### src/rtl/pds_pkg.sv
package pds_pkg;
  typedef enum logic [2:0] {
    ST_IDLE,
    ST_NQ,
    ST_NV,
    ST_DQ,
    ST_DV,
    ST_STEP,
    ST_FIN
  } pds_state_e;
endpackage

### src/rtl/pds_iter_div.sv
module pds_iter_div #(
  parameter int NUM_W = 27,
  parameter int DEN_W = 13
) (
  input  logic             clk,
  input  logic             rst_n,
  input  logic             go,
  input  logic [NUM_W-1:0] num,
  input  logic [DEN_W-1:0] den,
  output logic             busy,
  output logic             done,
  output logic [NUM_W-1:0] quo,
  output logic [DEN_W-1:0] rem
);
  localparam int CNT_W = $clog2(NUM_W + 1);
  localparam int CHK_W = NUM_W + DEN_W + 1;

  logic [CNT_W-1:0] cnt;
  logic [NUM_W-1:0] num_q;
  logic [DEN_W-1:0] den_q;
  logic [DEN_W:0]   shifted;
  logic             fits;

  assign shifted = {rem, quo[NUM_W-1]};
  assign fits    = shifted >= {1'b0, den_q};

  always_ff @(posedge clk or negedge rst_n) begin
    if (!rst_n) begin
      busy  <= 1'b0;
      done  <= 1'b0;
      quo   <= '0;
      rem   <= '0;
      cnt   <= '0;
      num_q <= '0;
      den_q <= '0;
    end else begin
      done <= 1'b0;
      if (go && !busy) begin
        quo   <= num;
        rem   <= '0;
        num_q <= num;
        den_q <= den;
        cnt   <= CNT_W'(NUM_W);
        busy  <= 1'b1;
      end else if (busy) begin
        if (fits) rem <= DEN_W'(shifted - {1'b0, den_q});
        else      rem <= shifted[DEN_W-1:0];
        quo <= {quo[NUM_W-2:0], fits};
        cnt <= cnt - 1'b1;
        if (cnt == CNT_W'(1)) begin
          busy <= 1'b0;
          done <= 1'b1;
        end
      end
    end
  end

  // a finished division is exact: quo*den + rem == num and rem < den
  a_r3_div_exact: assert property (@(posedge clk) disable iff (!rst_n)
    done |-> ((CHK_W'(quo) * CHK_W'(den_q) + CHK_W'(rem)) == CHK_W'(num_q)) && (rem < den_q));
endmodule

### src/rtl/pds_best_keep.sv
module pds_best_keep #(
  parameter int M_W    = 7,
  parameter int FREQ_W = 20
) (
  input  logic              clk,
  input  logic              rst_n,
  input  logic              clr,
  input  logic              cand_vld,
  input  logic [FREQ_W:0]   cand_err,
  input  logic [M_W-1:0]    cand_n,
  input  logic [M_W-1:0]    cand_m,
  input  logic              cand_dbl,
  input  logic [FREQ_W-1:0] cand_khz,
  output logic              best_vld,
  output logic [M_W-1:0]    best_n,
  output logic [M_W-1:0]    best_m,
  output logic              best_dbl,
  output logic [FREQ_W-1:0] best_khz
);
  localparam int ERR_W = FREQ_W + 1;
  logic [ERR_W-1:0] best_err;

  always_ff @(posedge clk or negedge rst_n) begin
    if (!rst_n) begin
      best_err <= '1;
      best_vld <= 1'b0;
      best_n   <= '0;
      best_m   <= '0;
      best_dbl <= 1'b0;
      best_khz <= '0;
    end else if (clr) begin
      best_err <= '1;
      best_vld <= 1'b0;
    end else if (cand_vld && (cand_err < best_err)) begin
      best_err <= cand_err;
      best_vld <= 1'b1;
      best_n   <= cand_n;
      best_m   <= cand_m;
      best_dbl <= cand_dbl;
      best_khz <= cand_khz;
    end
  end

  // without a clear, the best error can only shrink or stay
  a_r5_err_monotone: assert property (@(posedge clk) disable iff (!rst_n)
    !clr |=> (best_err <= $past(best_err)));
  // an equal error never replaces the best setting
  a_r5_tie_keeps: assert property (@(posedge clk) disable iff (!rst_n)
    (!clr && cand_vld && best_vld && (cand_err == best_err)) |=> $stable(best_m) && $stable(best_dbl));
endmodule

### src/rtl/pixclk_div_search.sv
module pixclk_div_search #(
  parameter int FREQ_W   = 20,
  parameter int M_W      = 7,
  parameter int N_MIN    = 9,
  parameter int N_MAX    = 127,
  parameter int CH0_M_LO = 6,
  parameter int CH0_M_HI = 127,
  parameter int CH1_M_LO = 1,
  parameter int CH1_M_HI = 15,
  parameter int BASE_KHZ = 3000
) (
  input  logic              clk,
  input  logic              rst_n,
  input  logic              start,
  input  logic              chan_sel,
  input  logic [FREQ_W-1:0] freq_khz,
  output logic              busy,
  output logic              done,
  output logic              no_match,
  output logic [M_W-1:0]    pll_n,
  output logic [M_W-1:0]    post_m,
  output logic              use_x2,
  output logic [FREQ_W-1:0] out_khz
);
  import pds_pkg::*;

  localparam int NUM_W = M_W + FREQ_W;
  localparam int DEN_W = $clog2(2 * BASE_KHZ + 1);
  localparam int ERR_W = FREQ_W + 1;

  pds_state_e        state;
  logic [FREQ_W-1:0] f_q;
  logic              ch_q;
  logic [M_W-1:0]    m_q;
  logic [M_W-1:0]    cand_n_q;
  logic              go_q;

  logic [NUM_W-1:0]  div_num;
  logic [DEN_W-1:0]  div_den;
  logic              div_busy, div_done;
  logic [NUM_W-1:0]  div_quo;
  logic [DEN_W-1:0]  div_rem;

  logic              n_ok, m_odd, m_last, accept, cand_vld;
  logic [M_W-1:0]    m_first, m_hi_cur;
  logic [ERR_W-1:0]  cand_err;
  logic              best_vld, best_dbl;
  logic [M_W-1:0]    best_n, best_m;
  logic [FREQ_W-1:0] best_khz;

  assign busy     = (state != ST_IDLE);
  assign accept   = (state == ST_IDLE) && start;
  assign m_first  = chan_sel ? M_W'(CH1_M_LO) : M_W'(CH0_M_LO);
  assign m_hi_cur = ch_q ? M_W'(CH1_M_HI) : M_W'(CH0_M_HI);
  assign m_odd    = m_q[0];
  assign m_last   = (m_q == m_hi_cur);
  assign n_ok     = (div_quo >= NUM_W'(N_MIN)) && (div_quo <= NUM_W'(N_MAX));

  // divider operand selection per search phase
  always_comb begin
    div_num = NUM_W'(m_q) * NUM_W'(f_q);
    div_den = DEN_W'(BASE_KHZ);
    unique case (state)
      ST_NV: begin
        div_num = NUM_W'(BASE_KHZ) * NUM_W'(cand_n_q);
        div_den = DEN_W'(m_q);
      end
      ST_DQ: div_den = DEN_W'(2 * BASE_KHZ);
      ST_DV: begin
        div_num = NUM_W'(2 * BASE_KHZ) * NUM_W'(cand_n_q);
        div_den = DEN_W'(m_q);
      end
      default: ;
    endcase
  end

  assign cand_vld = div_done && ((state == ST_NV) || (state == ST_DV));
  assign cand_err = {1'b0, f_q} - {1'b0, div_quo[FREQ_W-1:0]};

  pds_iter_div #(.NUM_W(NUM_W), .DEN_W(DEN_W)) u_div (
    .clk(clk), .rst_n(rst_n), .go(go_q), .num(div_num), .den(div_den),
    .busy(div_busy), .done(div_done), .quo(div_quo), .rem(div_rem)
  );

  pds_best_keep #(.M_W(M_W), .FREQ_W(FREQ_W)) u_best (
    .clk(clk), .rst_n(rst_n), .clr(accept), .cand_vld(cand_vld),
    .cand_err(cand_err), .cand_n(cand_n_q), .cand_m(m_q),
    .cand_dbl(state == ST_DV), .cand_khz(div_quo[FREQ_W-1:0]),
    .best_vld(best_vld), .best_n(best_n), .best_m(best_m),
    .best_dbl(best_dbl), .best_khz(best_khz)
  );

  always_ff @(posedge clk or negedge rst_n) begin
    if (!rst_n) begin
      state    <= ST_IDLE;
      f_q      <= '0;
      ch_q     <= 1'b0;
      m_q      <= '0;
      cand_n_q <= '0;
      go_q     <= 1'b0;
      done     <= 1'b0;
      no_match <= 1'b0;
      pll_n    <= '0;
      post_m   <= '0;
      use_x2   <= 1'b0;
      out_khz  <= '0;
    end else begin
      go_q <= 1'b0;
      done <= 1'b0;
      unique case (state)
        ST_IDLE: if (start) begin
          f_q   <= freq_khz;
          ch_q  <= chan_sel;
          m_q   <= m_first;
          go_q  <= 1'b1;
          state <= ST_NQ;
        end
        ST_NQ, ST_DQ: if (div_done) begin
          if (n_ok) begin
            cand_n_q <= div_quo[M_W-1:0];
            go_q     <= 1'b1;
            state    <= (state == ST_NQ) ? ST_NV : ST_DV;
          end else if ((state == ST_NQ) && m_odd) begin
            go_q  <= 1'b1;
            state <= ST_DQ;
          end else begin
            state <= ST_STEP;
          end
        end
        ST_NV: if (div_done) begin
          if (m_odd) begin
            go_q  <= 1'b1;
            state <= ST_DQ;
          end else begin
            state <= ST_STEP;
          end
        end
        ST_DV: if (div_done) state <= ST_STEP;
        ST_STEP: begin
          if (m_last) begin
            state <= ST_FIN;
          end else begin
            m_q   <= m_q + 1'b1;
            go_q  <= 1'b1;
            state <= ST_NQ;
          end
        end
        ST_FIN: begin
          done     <= 1'b1;
          no_match <= !best_vld;
          pll_n    <= best_vld ? best_n : '0;
          post_m   <= best_vld ? best_m : '0;
          use_x2   <= best_vld && best_dbl;
          out_khz  <= best_vld ? best_khz : '0;
          state    <= ST_IDLE;
        end
        default: state <= ST_IDLE;
      endcase
    end
  end

  // done lasts one cycle and never overlaps busy
  a_r8_done_single: assert property (@(posedge clk) disable iff (!rst_n)
    done |=> !done);
  a_r8_done_idle: assert property (@(posedge clk) disable iff (!rst_n)
    done |-> !busy);
  // an accepted start raises busy in the next cycle
  a_r8_busy_rise: assert property (@(posedge clk) disable iff (!rst_n)
    (start && !busy) |=> busy);
  // the sampled request does not change during a search
  a_r9_req_held: assert property (@(posedge clk) disable iff (!rst_n)
    busy |=> $stable(f_q) && $stable(ch_q));
  // a match never exceeds the request
  a_r6_not_above: assert property (@(posedge clk) disable iff (!rst_n)
    (done && !no_match) |-> (out_khz <= f_q));
  // a reported m lies inside the channel range
  a_r2_m_range: assert property (@(posedge clk) disable iff (!rst_n)
    (done && !no_match) |-> (ch_q ? ((post_m >= M_W'(CH1_M_LO)) && (post_m <= M_W'(CH1_M_HI)))
                                  : ((post_m >= M_W'(CH0_M_LO)) && (post_m <= M_W'(CH0_M_HI)))));
  // a doubled result always has an odd m
  a_r4_x2_odd: assert property (@(posedge clk) disable iff (!rst_n)
    (done && use_x2) |-> post_m[0]);
  // no match clears every result field
  a_r7_zero_fields: assert property (@(posedge clk) disable iff (!rst_n)
    (done && no_match) |-> (pll_n == '0) && (post_m == '0) && !use_x2 && (out_khz == '0));
  // results change only with done
  a_r10_hold: assert property (@(posedge clk) disable iff (!rst_n)
    !done |-> $stable(pll_n) && $stable(post_m) && $stable(use_x2) && $stable(out_khz) && $stable(no_match));
endmodule

### config.mk
export PLATFORM = sky130hd
export DESIGN_NAME = pixclk_div_search
export DESIGN_NICKNAME = d
export VERILOG_FILES = /design/src/rtl/pds_pkg.sv /design/src/rtl/pds_iter_div.sv /design/src/rtl/pds_best_keep.sv /design/src/rtl/pixclk_div_search.sv
export SDC_FILE = /design/constraint.sdc
export NUM_CORES = 1
export LEC_CHECK = 0
export BUFFER_PORTS_ARGS = -buffer_cell sky130_fd_sc_hd__buf_2
export CORE_ASPECT_RATIO = 0.75
export CORE_MARGIN = 3
export CORE_UTILIZATION = 58
export DETAILED_ROUTE_END_ITERATION = 12
export PLACE_DENSITY = 0.79
export SLEW_MARGIN = 20
export SYNTH_ARGS = -nofsm -noshare
export SYNTH_HDL_FRONTEND = slang
export SYNTH_SLANG_ARGS = --single-unit
### constraint.sdc
create_clock -name clk -period 5.3 [get_ports clk]
set_input_delay 0.53 -clock clk [delete_from_list [all_inputs] [get_ports clk]]
set_output_delay 0.53 -clock clk [all_outputs]
set_load 0.005 [all_outputs]
# --- After elaboration in Yosys (flattened, before gate mapping) ---
# Index checks and enable logic that the tools add are counted.
word_totals:
  input_bits: 24
  output_inout_bits: 38
  elab_cells: 117
  reg_bits: 193
op_classes:
  n_lt_le_gt_ge: 4
  n_reduce_logical: 22
  addsub: 4
  n_eq_ne: 13
  mux: 46
  n_bitwise: 1
  mul: 3
op_table:
  columns: ["cell", "n"]
  rows:
  - ["2-to-1 mux 27 bit", 2]
  - ["one-hot mux 27 bit (2 select lines)", 1]
  - ["2-to-1 mux 21 bit", 2]
  - ["2-to-1 mux 13 bit", 3]
  - ["2-to-1 mux 7 bit", 5]
  - ["multiplier 9 x 7 -> 16 bit (first input constant)", 2]
  - ["2-to-1 mux 3 bit", 10]
  - ["greater-or-equal comparator 27 x 4 -> 1 bit (second input constant)", 1]
  - ["less-or-equal comparator 27 x 7 -> 1 bit (second input constant)", 1]
  - ["multiplier 7 x 20 -> 27 bit", 1]
  - ["one-hot mux 13 bit (2 select lines)", 1]
  - ["< comparator 21 bit", 1]
  - ["subtractor 20 x 20 -> 21 bit", 1]
  - ["2-to-1 mux 20 bit", 1]
  - ["2-to-1 mux 1 bit", 16]
  - ["one-hot mux 3 bit (5 select lines)", 1]
  - ["greater-or-equal comparator 14 x 13 -> 1 bit", 1]
  - ["one-hot mux 7 bit (2 select lines)", 1]
  - ["subtractor 13 bit", 1]
  - ["2-to-1 mux 5 bit", 2]
  - ["equality test 3 bit (second input constant)", 3]
  - ["adder 7 x 1 -> 7 bit (second input constant)", 1]
  - ["equality test 7 bit", 1]
  - ["logical AND 1 bit", 7]
  - ["other kinds (17)", 27]

# --- Logic depth before layout (Yosys ltp) ---
logic_depth:
  ltp_word: 6
  mapped_depth: 22
  depth_no_buf: 19

# --- By module ---
# Synthesis repeated with hierarchy kept, for this count alone.
unflattened:
  hier_cells: 1820
  area_unflattened_um2: 16562.1
by_module_without_submodules:
  columns: ["module", "n_inst", "seq_area_each_um2", "cells_per_inst", "area_per_inst_um2"]
  rows:
  - ["pixclk_div_search", 1, 1901.8, 1270, 10582.6]
  - ["pds_iter_div", 1, 1501.4, 355, 3320.7]
  - ["pds_best_keep", 1, 1452.6, 195, 2658.8]

# --- Worst setup path after synthesis ---
# No wires, ideal clock.
synth_timing:
  path_type: "register to register"
  from: "register m_q[6]"
  to: "register u_div.quo[26]"
  path_slack_ns: 0.223
  setup_ns: 0.083
  t_required_ns: 5.217
  period_less_slack_ns: 5.077
  n_path_buf: 2
  stages_incl_launch_ff: 21
  t_arrival_ns: 4.994
  path_cell_list: "dfrtp_1 > clkbuf_1 > clkbuf_1 > nand2_1 > fa_1 > fa_1 > inv_1 > fa_1 > inv_1 > fa_1 > inv_1 > ha_1 > o21ai_0 > nor2_1 > or4_4 > a31oi_4 > o21ai_2 > a31oi_4 > o311ai_0 > xnor2_1 > o21ai_0"
synth_between:
  elab_chain_len: 3
synth_lines:
  columns: ["item", "line", "source"]
  rows:
  - ["start, declared", "pixclk_div_search.sv:34", "logic [M_W-1:0] m_q;"]
  - ["start signal, assigned", "pixclk_div_search.sv:114", "m_q <= m_first;"]
  - ["start signal, assigned", "pixclk_div_search.sv:143", "m_q <= m_q + 1'b1;"]
  - ["multiplier 7 x 20 -> 27 bit", "pixclk_div_search.sv:61", "div_num = NUM_W'(m_q) * NUM_W'(f_q);"]
  - ["one-hot mux 27 bit (2 select lines)", "pixclk_div_search.sv:63", "unique case (state)"]
  - ["2-to-1 mux 27 bit", "pds_iter_div.sv:38", "if (go && !busy) begin"]
  - ["end signal, assigned", "pds_iter_div.sv:39", "quo <= num;"]
  - ["end signal, assigned", "pds_iter_div.sv:48", "quo <= {quo[NUM_W-2:0], fits};"]
  - ["end, declared", "pds_iter_div.sv:12", "output logic [NUM_W-1:0] quo,"]
# Every way passes these cells.
# A chain may end at the register's enable or synchronous reset.

# --- Final worst setup path ---
layout_timing:
  from: "register cand_n_q[4]"
  to: "register u_div.quo[19]"
layout_between:
  elab_chain_len: 3
layout_lines:
  columns: ["item", "line", "source"]
  rows:
  - ["start, declared", "pixclk_div_search.sv:35", "logic [M_W-1:0] cand_n_q;"]
  - ["start signal, assigned", "pixclk_div_search.sv:120", "cand_n_q <= div_quo[M_W-1:0];"]
  - ["multiplier 9 x 7 -> 16 bit", "pixclk_div_search.sv:70", "div_num = NUM_W'(2 * BASE_KHZ) * NUM_W'(cand_n_q);"]
  - ["one-hot mux 27 bit (2 select lines)", "pixclk_div_search.sv:63", null]
  - ["2-to-1 mux 27 bit", "pds_iter_div.sv:38", null]
# Every way passes these cells.

==> impl_metrics.tcl <==
set metrics [dict create \
    fin_skew_ns 0.0148 \
    place_area_sq_um 16600 \
    grt_start_max_net_pins 160 \
    drt-vias-per-instance 5.88 \
    fillCellCount 2155 \
    cp-startpoint "cand_n_q[4]" \
    hp-start "freq_khz[14]" \
    final_cells 2141 \
    ioPinCount 62 \
    syn-num-nets 1998 \
    dp.cells 2106 \
    final_cell_mix "inv_1, nand2_1, dfrtp_1" \
    r2r_start "cand_n_q[4]" \
    min_path_type "input port to flip-flop" \
    ys.flop_type "dfrtp_1" \
    synth_cell_types 67 \
    drtAntennaViolNets 0 \
    die_area_sq_um 29100 \
    worst_slew_pin_slew_ns 1.09 \
    async_reset_ff_share_pct 100 \
    slew_headroom_pct 26.9 \
    worstRegToRegCells 18 \
    worstHoldPathCells 2 \
    synth_seq_cells 190 \
    antenna_found_initial 1 \
    cpMaxStageDelayCell "fa_1" \
    worstPathCellList "inv_1 > fa_1 > fa_1 > inv_1 > fa_1 > inv_1 > fa_1 > inv_1 > ha_1 > a21oi_1 > nor2b_1 > a31oi_1 > a21oi_1 > o41ai_2 > o21ai_0 > xor2_1 > a22oi_1 > o221ai_1" \
    cts_buffer_depth 2 \
    drc 0 \
    crit_arrival_ns 5.42 \
    worstSkewPairLatency_ns 0.46 \
    grt_pass1_vias 12700 \
    finalSetupViolations 0 \
    worstPathMaxFanout 5 \
    min_period_ns 5.10 \
    overflow 0 \
    whs_ns 0.304 \
    first_pass_iters 7 \
    drtIter0Drc 1048 \
    r2r-end "u_div.quo[19]" \
    ctsRootBufferMaster "clkbuf_16" \
    status "finished clean" \
    crit_type "flip-flop to flip-flop" \
    fin_tns_setup_ns 0 \
    yosysSeqAreaShare_pct 30.4 \
    fin_nets 2054 \
    clk_pin_slew_worst_paths_ns 0.08 \
    wl_microns 40100 \
    avgSynthCellArea_sq_um 9.09 \
    area_growth_pct 10.1 \
    cp-end-kind "flip-flop" \
    synth-edff-count 0 \
    hold_viol 0 \
    reg2reg_slack_ns 0.20 \
    gp_congestion 1.00 \
    grt.total_usage_pct 28.3 \
    numClockSinks 190 \
    start_util_pct 59.8 \
    dieWidth_microns 196 \
    n_antenna_cell 0 \
    syn_area_sq_um 15700 \
    die_h_microns 149 \
    worstSetupStartpointType "flip-flop" \
    grt_pass1_wl_microns 65900 \
    period_share_pct 96.2 \
    final_common_cell "inv_1" \
    drive_gt1_share_pct 14.1 \
    crit_required_ns 5.62 \
    wl_per_cell_microns 18.7 \
    slew_viol_final 0 \
    dp_hpwl_microns 30700 \
    portBuffers 61 \
    cts_tree "yes" \
    stdcell_area_sq_um 17300 \
    cts_buffers 17 \
    rsz0062_at_grt "yes" \
    core_area_sq_um 26300 \
    fmax_ghz 0.196 \
    rows 51 \
    netlist_instances 1728 \
    vias 12600 \
    slowest_delay_ns 0.55 \
    yosysWarnings 0 \
    cap_violations 0 \
    hold-path-endpoint "f_q[14]" \
    htreeDepth 4 \
]
## routing by layer
metal	global-route usage [%]	routed length, microns	up-vias
met1	40.0	17700	6140
met4	8.37	1100	2
met2	42.8	17500	475
met5	0	13	-
met3	8.22	3780	102
li1	-	-	5874
## flip-flops by register name (all words and copies together), names as in the netlist, 5 cells and up
register / flops
u_best.best_n: 7
cand_n_q: 7
u_best.best_err: 21
out_khz: 20
u_div.quo: 27
u_div.cnt: 5
u_best.best_khz: 20
m_q: 7
f_q: 20
pll_n: 7
post_m: 7
u_div.den_q: 10
u_best.best_m: 7
u_div.rem: 13
## repair_timing
item	CTS	global route
setup buffers	0	2
gates resized for setup	0	22
hold buffers	1	0
endpoints found under the setup margin	0	66
hold endpoints to repair	13	0
## cell usage after synthesis, types with 7 or more instances
master    count  area share, %
xor2_1       24            1.3
a211oi_1     11           0.53
and2_1       88            3.5
dfstp_2      21            3.5
nor3_1       13           0.41
a22oi_1      13           0.62
dfrtp_1     169             27
nor2_1      102            2.4
nor2b_1      13           0.52
o221ai_1      7           0.39
fa_1        110             14
nand4_1      11           0.44
buf_2         7           0.22
clkbuf_1     60            1.4
nand2_1     214            5.1
xnor2_1      40            2.2
nand3_1      32            1.0
a21oi_1      68            2.2
inv_1       221            5.3
ha_1        136             11
a21o_1       30            1.4
o211ai_1      8           0.38
a31oi_1      14           0.56
o21a_1        9           0.43
o21ai_0     139            4.4
o31ai_1       7           0.33
mux2_2       55            3.9
## cell type report
| type | count | area (sq um) | share of cell area (%) |
|---|---|---|---|
| Tap cell | 344 | 430 | 2.49 |
| Sequential cell | 190 | 4790 | 27.7 |
| Clock buffer | 17 | 425 | 2.46 |
| Clock inverter | 15 | 186 | 1.08 |
| Multi-Input combinational cell | 1240 | 9870 | 57.0 |
| Inverter | 221 | 830 | 4.79 |
| Timing Repair Buffer | 114 | 776 | 4.48 |
## metrics by stage
step           util (%)  setup WS [ns]
2_1_floorplan         -          0.223
3_3_place_gp       63.1          0.191
6_report           65.8          0.202
5_1_grt            65.8        -0.0647
3_5_place_dp       63.1         0.0981
4_1_cts            65.4         0.0820
## how the worst max path moves through the flow
| stage | end | slack [ns] | cells after the start |
|---|---|---|---|
| finish | u_div.quo[19] | 0.20 | 18 |
| global route | u_div.quo[18] | -0.06 | 18 |
| floorplan | u_div.quo[26] | 0.22 | 20 |
| global placement | u_div.quo[19] | 0.19 | 18 |
| CTS | u_div.quo[19] | 0.08 | 18 |
| detailed placement | u_div.quo[19] | 0.1 | 18 |
## cell families (layout without fill, tap and decap cells)
logic type | count (synthesis) | count (layout) | synth area share, %
XOR/XNOR | 64 | 64 | 3.57
buffers and inverters | 298 | 367 | 7.32
adder cells (fa/ha/maj) | 246 | 246 | 24.9
AO/OA/AOI/OAI | 363 | 363 | 14.6
multiplexers | 60 | 60 | 4.26
flip-flops | 190 | 190 | 30.4
AND/OR/NAND/NOR | 507 | 507 | 15.0
## critical path, delay by kind of cell, from the launching register on
kind	cells	cell delay [ns]
AOI/OAI and AO/OA	7	1.50
xor gates and xnor gates	1	0.21
adders and majority gates	5	2.46
buffers and inverters	4	0.25
DFF	1	0.45
and+or+nand+nor	1	0.07
Power is not shown: default switching activity piles up to over one toggle a cycle in this logic, so the estimate is an artifact.
